### config.mk
export PLATFORM = sky130hd
export DESIGN_NAME = pps_gen
export DESIGN_NICKNAME = d
export VERILOG_FILES = /design/src/rtl/pps_gen_pkg.sv /design/src/rtl/pps_regs.sv /design/src/rtl/pps_edge_engine.sv /design/src/rtl/pps_pin_mux.sv /design/src/rtl/pps_gen.sv
export SDC_FILE = /design/constraint.sdc
export NUM_CORES = 1
export LEC_CHECK = 0
export ABC_AREA = 1
export BUFFER_PORTS_ARGS = -buffer_cell sky130_fd_sc_hd__buf_2
export CAP_MARGIN = 20
export CORE_AREA = 2 2 158 160
export DETAILED_ROUTE_END_ITERATION = 10
export DIE_AREA = 0 0 160 162
export HOLD_SLACK_MARGIN = 0.05
export PLACE_DENSITY = 0.86
export SETUP_SLACK_MARGIN = 0.2
export SYNTH_ARGS = -nofsm -noshare
export SYNTH_HDL_FRONTEND = slang
export SYNTH_SLANG_ARGS = --single-unit
### constraint.sdc
create_clock -name clk -period 6.2 [get_ports clk]
set_input_delay 0.62 -clock clk [delete_from_list [all_inputs] [get_ports clk]]
set_output_delay 0.62 -clock clk [all_outputs]
set_load 0.03 [all_outputs]
### src/rtl/pps_gen_pkg.sv
package pps_gen_pkg;

    // control word, bit 0 = output enable, bit 1 = re-arm, bit 2 = irq enable
    typedef struct packed {
        logic irq_en;
        logic rearm;
        logic out_en;
    } pps_ctrl_t;

    // pin setup word, bit 0 = drive, bit 1 = route wave to pin
    typedef struct packed {
        logic native;
        logic drive;
    } pps_pin_cfg_t;

    localparam int unsigned ADDR_CTRL     = 0;
    localparam int unsigned ADDR_PIN      = 1;
    localparam int unsigned ADDR_TGT_BASE = 2;

endpackage

### src/rtl/pps_regs.sv
module pps_regs
    import pps_gen_pkg::*;
#(
    parameter int unsigned TIME_W = 64,
    parameter int unsigned BUS_W  = 32,
    parameter int unsigned ADDR_W = 4
) (
    input  logic                           clk,
    input  logic                           rst_n,
    input  logic                           wr_en,
    input  logic [ADDR_W-1:0]              wr_addr,
    input  logic [BUS_W-1:0]               wr_data,
    output pps_ctrl_t                      ctrl_o,
    output pps_pin_cfg_t                   pin_cfg_o,
    output logic [TIME_W-1:0]              half_o,
    output logic [TIME_W/BUS_W-1:0]        tgt_wr_o,
    output logic [BUS_W-1:0]               tgt_wdata_o
);

    localparam int unsigned NWORDS    = TIME_W / BUS_W;
    localparam int unsigned HALF_BASE = ADDR_TGT_BASE + NWORDS;

    typedef struct packed {
        pps_ctrl_t          ctrl;
        pps_pin_cfg_t       pin;
        logic [TIME_W-1:0]  half;
    } regs_t;

    regs_t st_d, st_q;
    logic  locked;

    assign locked = st_q.ctrl.out_en;

    always_comb begin
        st_d = st_q;
        if (wr_en) begin
            if (wr_addr == ADDR_W'(ADDR_CTRL))
                st_d.ctrl = pps_ctrl_t'(wr_data[$bits(pps_ctrl_t)-1:0]);
            if (wr_addr == ADDR_W'(ADDR_PIN))
                st_d.pin = pps_pin_cfg_t'(wr_data[$bits(pps_pin_cfg_t)-1:0]);
            if (!locked) begin
                for (int k = 0; k < NWORDS; k++) begin
                    if (wr_addr == ADDR_W'(HALF_BASE + k))
                        st_d.half[k*BUS_W +: BUS_W] = wr_data;
                end
            end
        end
    end

    always_ff @(posedge clk or negedge rst_n) begin
        if (!rst_n) st_q <= '0;
        else        st_q <= st_d;
    end

    // target words live in the edge engine; only strobes go out from here
    for (genvar g = 0; g < NWORDS; g++) begin : g_tgt_strobe
        assign tgt_wr_o[g] = wr_en && !locked &&
                             (wr_addr == ADDR_W'(ADDR_TGT_BASE + g));
    end

    assign tgt_wdata_o = wr_data;
    assign ctrl_o      = st_q.ctrl;
    assign pin_cfg_o   = st_q.pin;
    assign half_o      = st_q.half;

endmodule

### src/rtl/pps_edge_engine.sv
module pps_edge_engine
    import pps_gen_pkg::*;
#(
    parameter int unsigned TIME_W = 64,
    parameter int unsigned BUS_W  = 32
) (
    input  logic                     clk,
    input  logic                     rst_n,
    input  logic [TIME_W-1:0]        sys_time,
    input  pps_ctrl_t                ctrl,
    input  logic [TIME_W-1:0]        half,
    input  logic [TIME_W/BUS_W-1:0]  tgt_wr,
    input  logic [BUS_W-1:0]         tgt_wdata,
    output logic                     wave_o,
    output logic                     irq_o,
    output logic [TIME_W-1:0]        tgt_o
);

    localparam int unsigned NWORDS = TIME_W / BUS_W;

    typedef struct packed {
        logic [TIME_W-1:0] tgt;
        logic              wave;
        logic              irq;
        logic              catchup;
        logic              armed;
    } eng_t;

    localparam eng_t ENG_RESET = '{tgt: '0, wave: 1'b0, irq: 1'b0,
                                   catchup: 1'b0, armed: 1'b1};

    eng_t              st_d, st_q;
    logic              hit;
    logic              behind;
    logic [TIME_W-1:0] nxt_tgt;

    assign nxt_tgt = st_q.tgt + half;
    assign hit     = (sys_time >= st_q.tgt);
    assign behind  = (nxt_tgt <= sys_time);

    always_comb begin
        st_d     = st_q;
        st_d.irq = 1'b0;
        if (!ctrl.out_en) begin
            st_d.wave    = 1'b0;
            st_d.catchup = 1'b0;
            st_d.armed   = 1'b1;
            for (int k = 0; k < NWORDS; k++) begin
                if (tgt_wr[k])
                    st_d.tgt[k*BUS_W +: BUS_W] = tgt_wdata;
            end
        end else if (st_q.armed && hit) begin
            if (st_q.catchup) begin
                // silent advance: target still behind the clock
                st_d.tgt     = nxt_tgt;
                st_d.catchup = behind;
            end else begin
                st_d.wave = ~st_q.wave;
                st_d.irq  = ctrl.irq_en;
                if (ctrl.rearm) begin
                    st_d.tgt     = nxt_tgt;
                    st_d.catchup = behind;
                end else begin
                    st_d.armed = 1'b0;
                end
            end
        end else begin
            st_d.catchup = 1'b0;
        end
    end

    always_ff @(posedge clk or negedge rst_n) begin
        if (!rst_n) st_q <= ENG_RESET;
        else        st_q <= st_d;
    end

    assign wave_o = st_q.wave;
    assign irq_o  = st_q.irq;
    assign tgt_o  = st_q.tgt;

endmodule

### src/rtl/pps_pin_mux.sv
module pps_pin_mux
    import pps_gen_pkg::*;
(
    input  logic         wave,
    input  pps_pin_cfg_t pin_cfg,
    output logic         pin_out,
    output logic         pin_oe,
    output logic         pin_native_sel
);

    always_comb begin
        pin_oe         = pin_cfg.drive;
        pin_native_sel = pin_cfg.native;
        pin_out        = pin_cfg.native ? wave : 1'b0;
    end

endmodule

### src/rtl/pps_gen.sv
module pps_gen
    import pps_gen_pkg::*;
#(
    parameter int unsigned TIME_W = 64,
    parameter int unsigned BUS_W  = 32,
    parameter int unsigned ADDR_W = 4
) (
    input  logic              clk,
    input  logic              rst_n,
    input  logic [TIME_W-1:0] sys_time,
    input  logic              wr_en,
    input  logic [ADDR_W-1:0] wr_addr,
    input  logic [BUS_W-1:0]  wr_data,
    output logic              pin_out,
    output logic              pin_oe,
    output logic              pin_native_sel,
    output logic              edge_irq
);

    localparam int unsigned NWORDS = TIME_W / BUS_W;

    pps_ctrl_t          ctrl_q;
    pps_pin_cfg_t       pin_cfg_q;
    logic [TIME_W-1:0]  half_q;
    logic [TIME_W-1:0]  tgt_q;
    logic [NWORDS-1:0]  tgt_wr;
    logic [BUS_W-1:0]   tgt_wdata;
    logic               wave_q;

    pps_regs #(.TIME_W(TIME_W), .BUS_W(BUS_W), .ADDR_W(ADDR_W)) u_regs (
        .clk         (clk),
        .rst_n       (rst_n),
        .wr_en       (wr_en),
        .wr_addr     (wr_addr),
        .wr_data     (wr_data),
        .ctrl_o      (ctrl_q),
        .pin_cfg_o   (pin_cfg_q),
        .half_o      (half_q),
        .tgt_wr_o    (tgt_wr),
        .tgt_wdata_o (tgt_wdata)
    );

    pps_edge_engine #(.TIME_W(TIME_W), .BUS_W(BUS_W)) u_engine (
        .clk       (clk),
        .rst_n     (rst_n),
        .sys_time  (sys_time),
        .ctrl      (ctrl_q),
        .half      (half_q),
        .tgt_wr    (tgt_wr),
        .tgt_wdata (tgt_wdata),
        .wave_o    (wave_q),
        .irq_o     (edge_irq),
        .tgt_o     (tgt_q)
    );

    pps_pin_mux u_pin (
        .wave           (wave_q),
        .pin_cfg        (pin_cfg_q),
        .pin_out        (pin_out),
        .pin_oe         (pin_oe),
        .pin_native_sel (pin_native_sel)
    );

endmodule

==> impl_results.md <==
- Status: complete, no violations
- Die H: around 160 um
- Clock Tree Buf Depth: 2
- Pint: 3.45 mW
- Area delta synth->final: 9.28%
- Unrepaired setup endpoints after global routing: no
- Reg2reg path depth: 23
- Placed inst area: 0.0162 mm2
- Worst Skew: 13.3 ps
- First-pass GRT wire length: 90500 um
- Leakage: 10.5 nW
- Syn Nets: a little under 3000
- Worst EP arrival: 5430 ps
- Count of input and output buffers: around 110
- Avg Inst Size Synth: 5.96 um2
- H-tree Lvls: 4
- Number of hold buffers added after CTS: 0
- Worst flop-to-flop path startpoint: u_engine.tgt_o[0]$_DFFE_PN0P_
- Rows: between 50 and 60
- Max incr delay on CP: roughly 980 ps
- 1st-iter DRT viols: ~2400
- Worst setup path class: reg -> reg
- Fraction of layout cells with a size suffix above 1: 0.0597
- Netlist cell types: 38
- Critical path fanouts, max: 3
- Peak VDD IR: 0.321 mV
- Final Slew Violations: 0
- WP data required: 6520 ps
- Routed vias/inst: 5.67
- FF-to-FF End: u_engine.st_q[1]$_DFF_PN0_
- CTS buffer count: 17
- Actual slew at the worst max-slew pin: roughly 1100 ps
- Postcts setup bufs: 0
- Final hold violation count: 0
- Syn Std Cell Area: 0.0154 mm2
- Setup TNS: 0 ps
- Startpoint types: register
- CP cell instances: ha_1 -> inv_1 -> fa_1 -> inv_1 -> nand2_1 -> nand3_1 -> nand2_1 -> nand2_1 -> nand2_1 -> nand3_1 -> and2_1 -> inv_1 -> ha_1 -> nand2_1 -> inv_1 -> nand3_1 -> nor3_1 -> nor3b_1 -> nand2_1 -> nand4_1 -> nand2_1 -> nand2_1 -> a21oi_1
- Average wire per standard cell: 19.5 um
- Ratio of final minimum period to clock period: 0.824
- Initial Util: 0.640
- Die area: 0.0259 mm2
- NumNets Final: 2978
- Worst Hold Class: in -> async
- Pre-antenna DRT Iters: 6
- Most common cell after layout, fill and taps aside: nand2_1
- Number of flops mapped to enable cells by yosys: 0
- Switching power: 4.30 mW
- I/O Pins: around 110
- Vias: 17200
- Top FF cell, synth: dfrtp_1
- Largest net degree at the start of global routing: 72
- Clock period minus worst slack: 5110 ps
- # setup viols final: 0
- Critical path endpoint category: register
- DRT Wirelength: 59100 um
- Clk pwr share: 0.148
- Initial antenna violation count: 0
- Clk Latency, worst-skew pair: 450 ps
- Worst-path clk slew: about 80 ps
- P per Cell Area: between 400 and 500 mW/mm2
- Core box area: 0.0241 mm2
- Comb pwr share: 0.666
- Max transition margin: 0.237
- Antenna-violating nets left: 0
- Fin area: 0.0169 mm2
- Number of global-route vias before repair: about 17000
- Slowest library cell on the worst path: nor3b_1
- Commonest cells after routing, fill and taps aside: nand2_1 (982), inv_1 (583), ha_1 (191), nor2_1 (185), dfrtp_1 (135)
- YS warnings: 0
- Switching Share: 0.554
- CTS sink count: 137
- Die width: 160 um
- Reg power frac: 0.186
- CTS root buffer: clkbuf_16
- DPL Wire Length: 47300 um
- R2r setup slk: 1090 ps
- Post-synthesis register bit count: 137
- PostCTS Resize Cnt: 0
- Final Wtd Congestion: ~1.1
- Max cap viols: 0
- Post-synthesis async set-or-reset flop share: 1.00
- Sequential cell area fraction in the yosys report: 0.222
- Total Routing Usage GR: 0.458
- # DRC: 0
- Fmax: 0.196 GHz
- Cells after Synth: 2590
- CTS tree: done
- CP most frequent cell: nand2_1
- Overflow after GRT: 0
## power by group through the flow
stage / logic (mW) / registers (mW) / clock network (mW)
detailed placement: 4.90 / 1.44 / 0
floorplan: 3.45 / 1.36 / 0
global placement: 4.70 / 1.41 / 0
finish: 5.17 / 1.44 / 1.14
CTS: 4.96 / 1.42 / 1.13
global route: 5.69 / 1.47 / 1.17
## cells in the mapped netlist (4+ instances only)
library cell / n / area [um2]
a21oi_1: 115 / 576
and2_1: 11 / 68.8
buf_2: 13 / 65.1
buf_6: 6 / 67.6
clkbuf_1: 17 / 63.8
dfrtp_1: 136 / 3400
ha_1: 191 / 2390
inv_1: 583 / 2190
nand2_1: 984 / 3690
nand2_4: 4 / 45.0
nand3_1: 57 / 285
nand3b_1: 8 / 60.1
nand4_1: 37 / 231
nor2_1: 185 / 694
nor3_1: 16 / 80.1
nor4_1: 7 / 43.8
o21ai_0: 103 / 515
o21bai_1: 58 / 435
xnor2_1: 14 / 123
xor2_1: 18 / 158
## sequential cells by signal, indices dropped and copies added (netlist names)
name and cells:
u_engine.wave_o 1, u_engine.irq_o 1, u_regs.locked 1, u_engine.st_q 2, u_regs.pin_cfg_o 2, u_engine.tgt_o 64, u_regs.half_o 64, u_regs.ctrl_o 2
## worst max-delay path by stage
stage,cells after the start,from,slack [ps],to
floorplan,22,u_regs.half_o[2]$_DFFE_PN0P_,3210,u_engine.st_q[1]$_DFF_PN0_
detailed placement,23,u_engine.tgt_o[0]$_DFFE_PN0P_,1560,u_engine.st_q[1]$_DFF_PN0_
global placement,23,u_engine.tgt_o[0]$_DFFE_PN0P_,1630,u_engine.st_q[1]$_DFF_PN0_
global route,23,u_engine.tgt_o[0]$_DFFE_PN0P_,1140,u_engine.st_q[1]$_DFF_PN0_
CTS,23,u_engine.tgt_o[0]$_DFFE_PN0P_,1500,u_engine.st_q[1]$_DFF_PN0_
finish,23,u_engine.tgt_o[0]$_DFFE_PN0P_,1090,u_engine.st_q[1]$_DFF_PN0_
## per-layer routing
layer  vias to the layer above  routed length (um)  global-route usage
met4                         0                4550               0.274
li1                       8077                   -                   -
met5                         -                   0                   0
met2                      1101               24800               0.714
met3                       231                6920              0.0937
met1                      7746               22800               0.590
## area by class of cell
class	instances	area, um2
multi-input cells	1831	9610
flip-flops and latches	137	3430
inverters	585	2200
fillers	2123	7240
repair buffers	111	597
clock inverters	15	191
clock buffers	17	425
diodes	3	7.51
well taps	324	405
## through the flow
step | cells | power (mW) | util | hold slack [ps] | setup slack [ps]
6_report | 3023 | 7.75 | 0.700 | 184 | 1090
5_1_grt | 3020 | 8.32 | 0.699 | 238 | 1140
4_1_cts | 3017 | 7.51 | 0.697 | 217 | 1500
3_5_place_dp | 2985 | 6.33 | 0.672 | 478 | 1560
3_3_place_gp | 2985 | 6.11 | 0.672 | 469 | 1630
2_1_floorplan | 2590 | 4.81 | - | 324 | 3210
## critical path, delay by kind of cell (launching register included)
family                     cells  cell delay [ps]
AOI/OAI and AO/OA              1               70
adders and majority gates      3              960
buffers and inverters          4              340
DFF                            1              390
and+or+nand+nor               15             3200
## cells by family after synthesis
| group | synth area share |
|---|---|
| adders and majority gates | 0.156 |
| buffers and inverters | 0.156 |
| xor gates and xnor gates | 0.0182 |
| AOI/OAI and AO/OA | 0.103 |
| and+or+nand+nor | 0.344 |
| DFF | 0.222 |
Note: power is estimated with default switching activity, not from simulation.
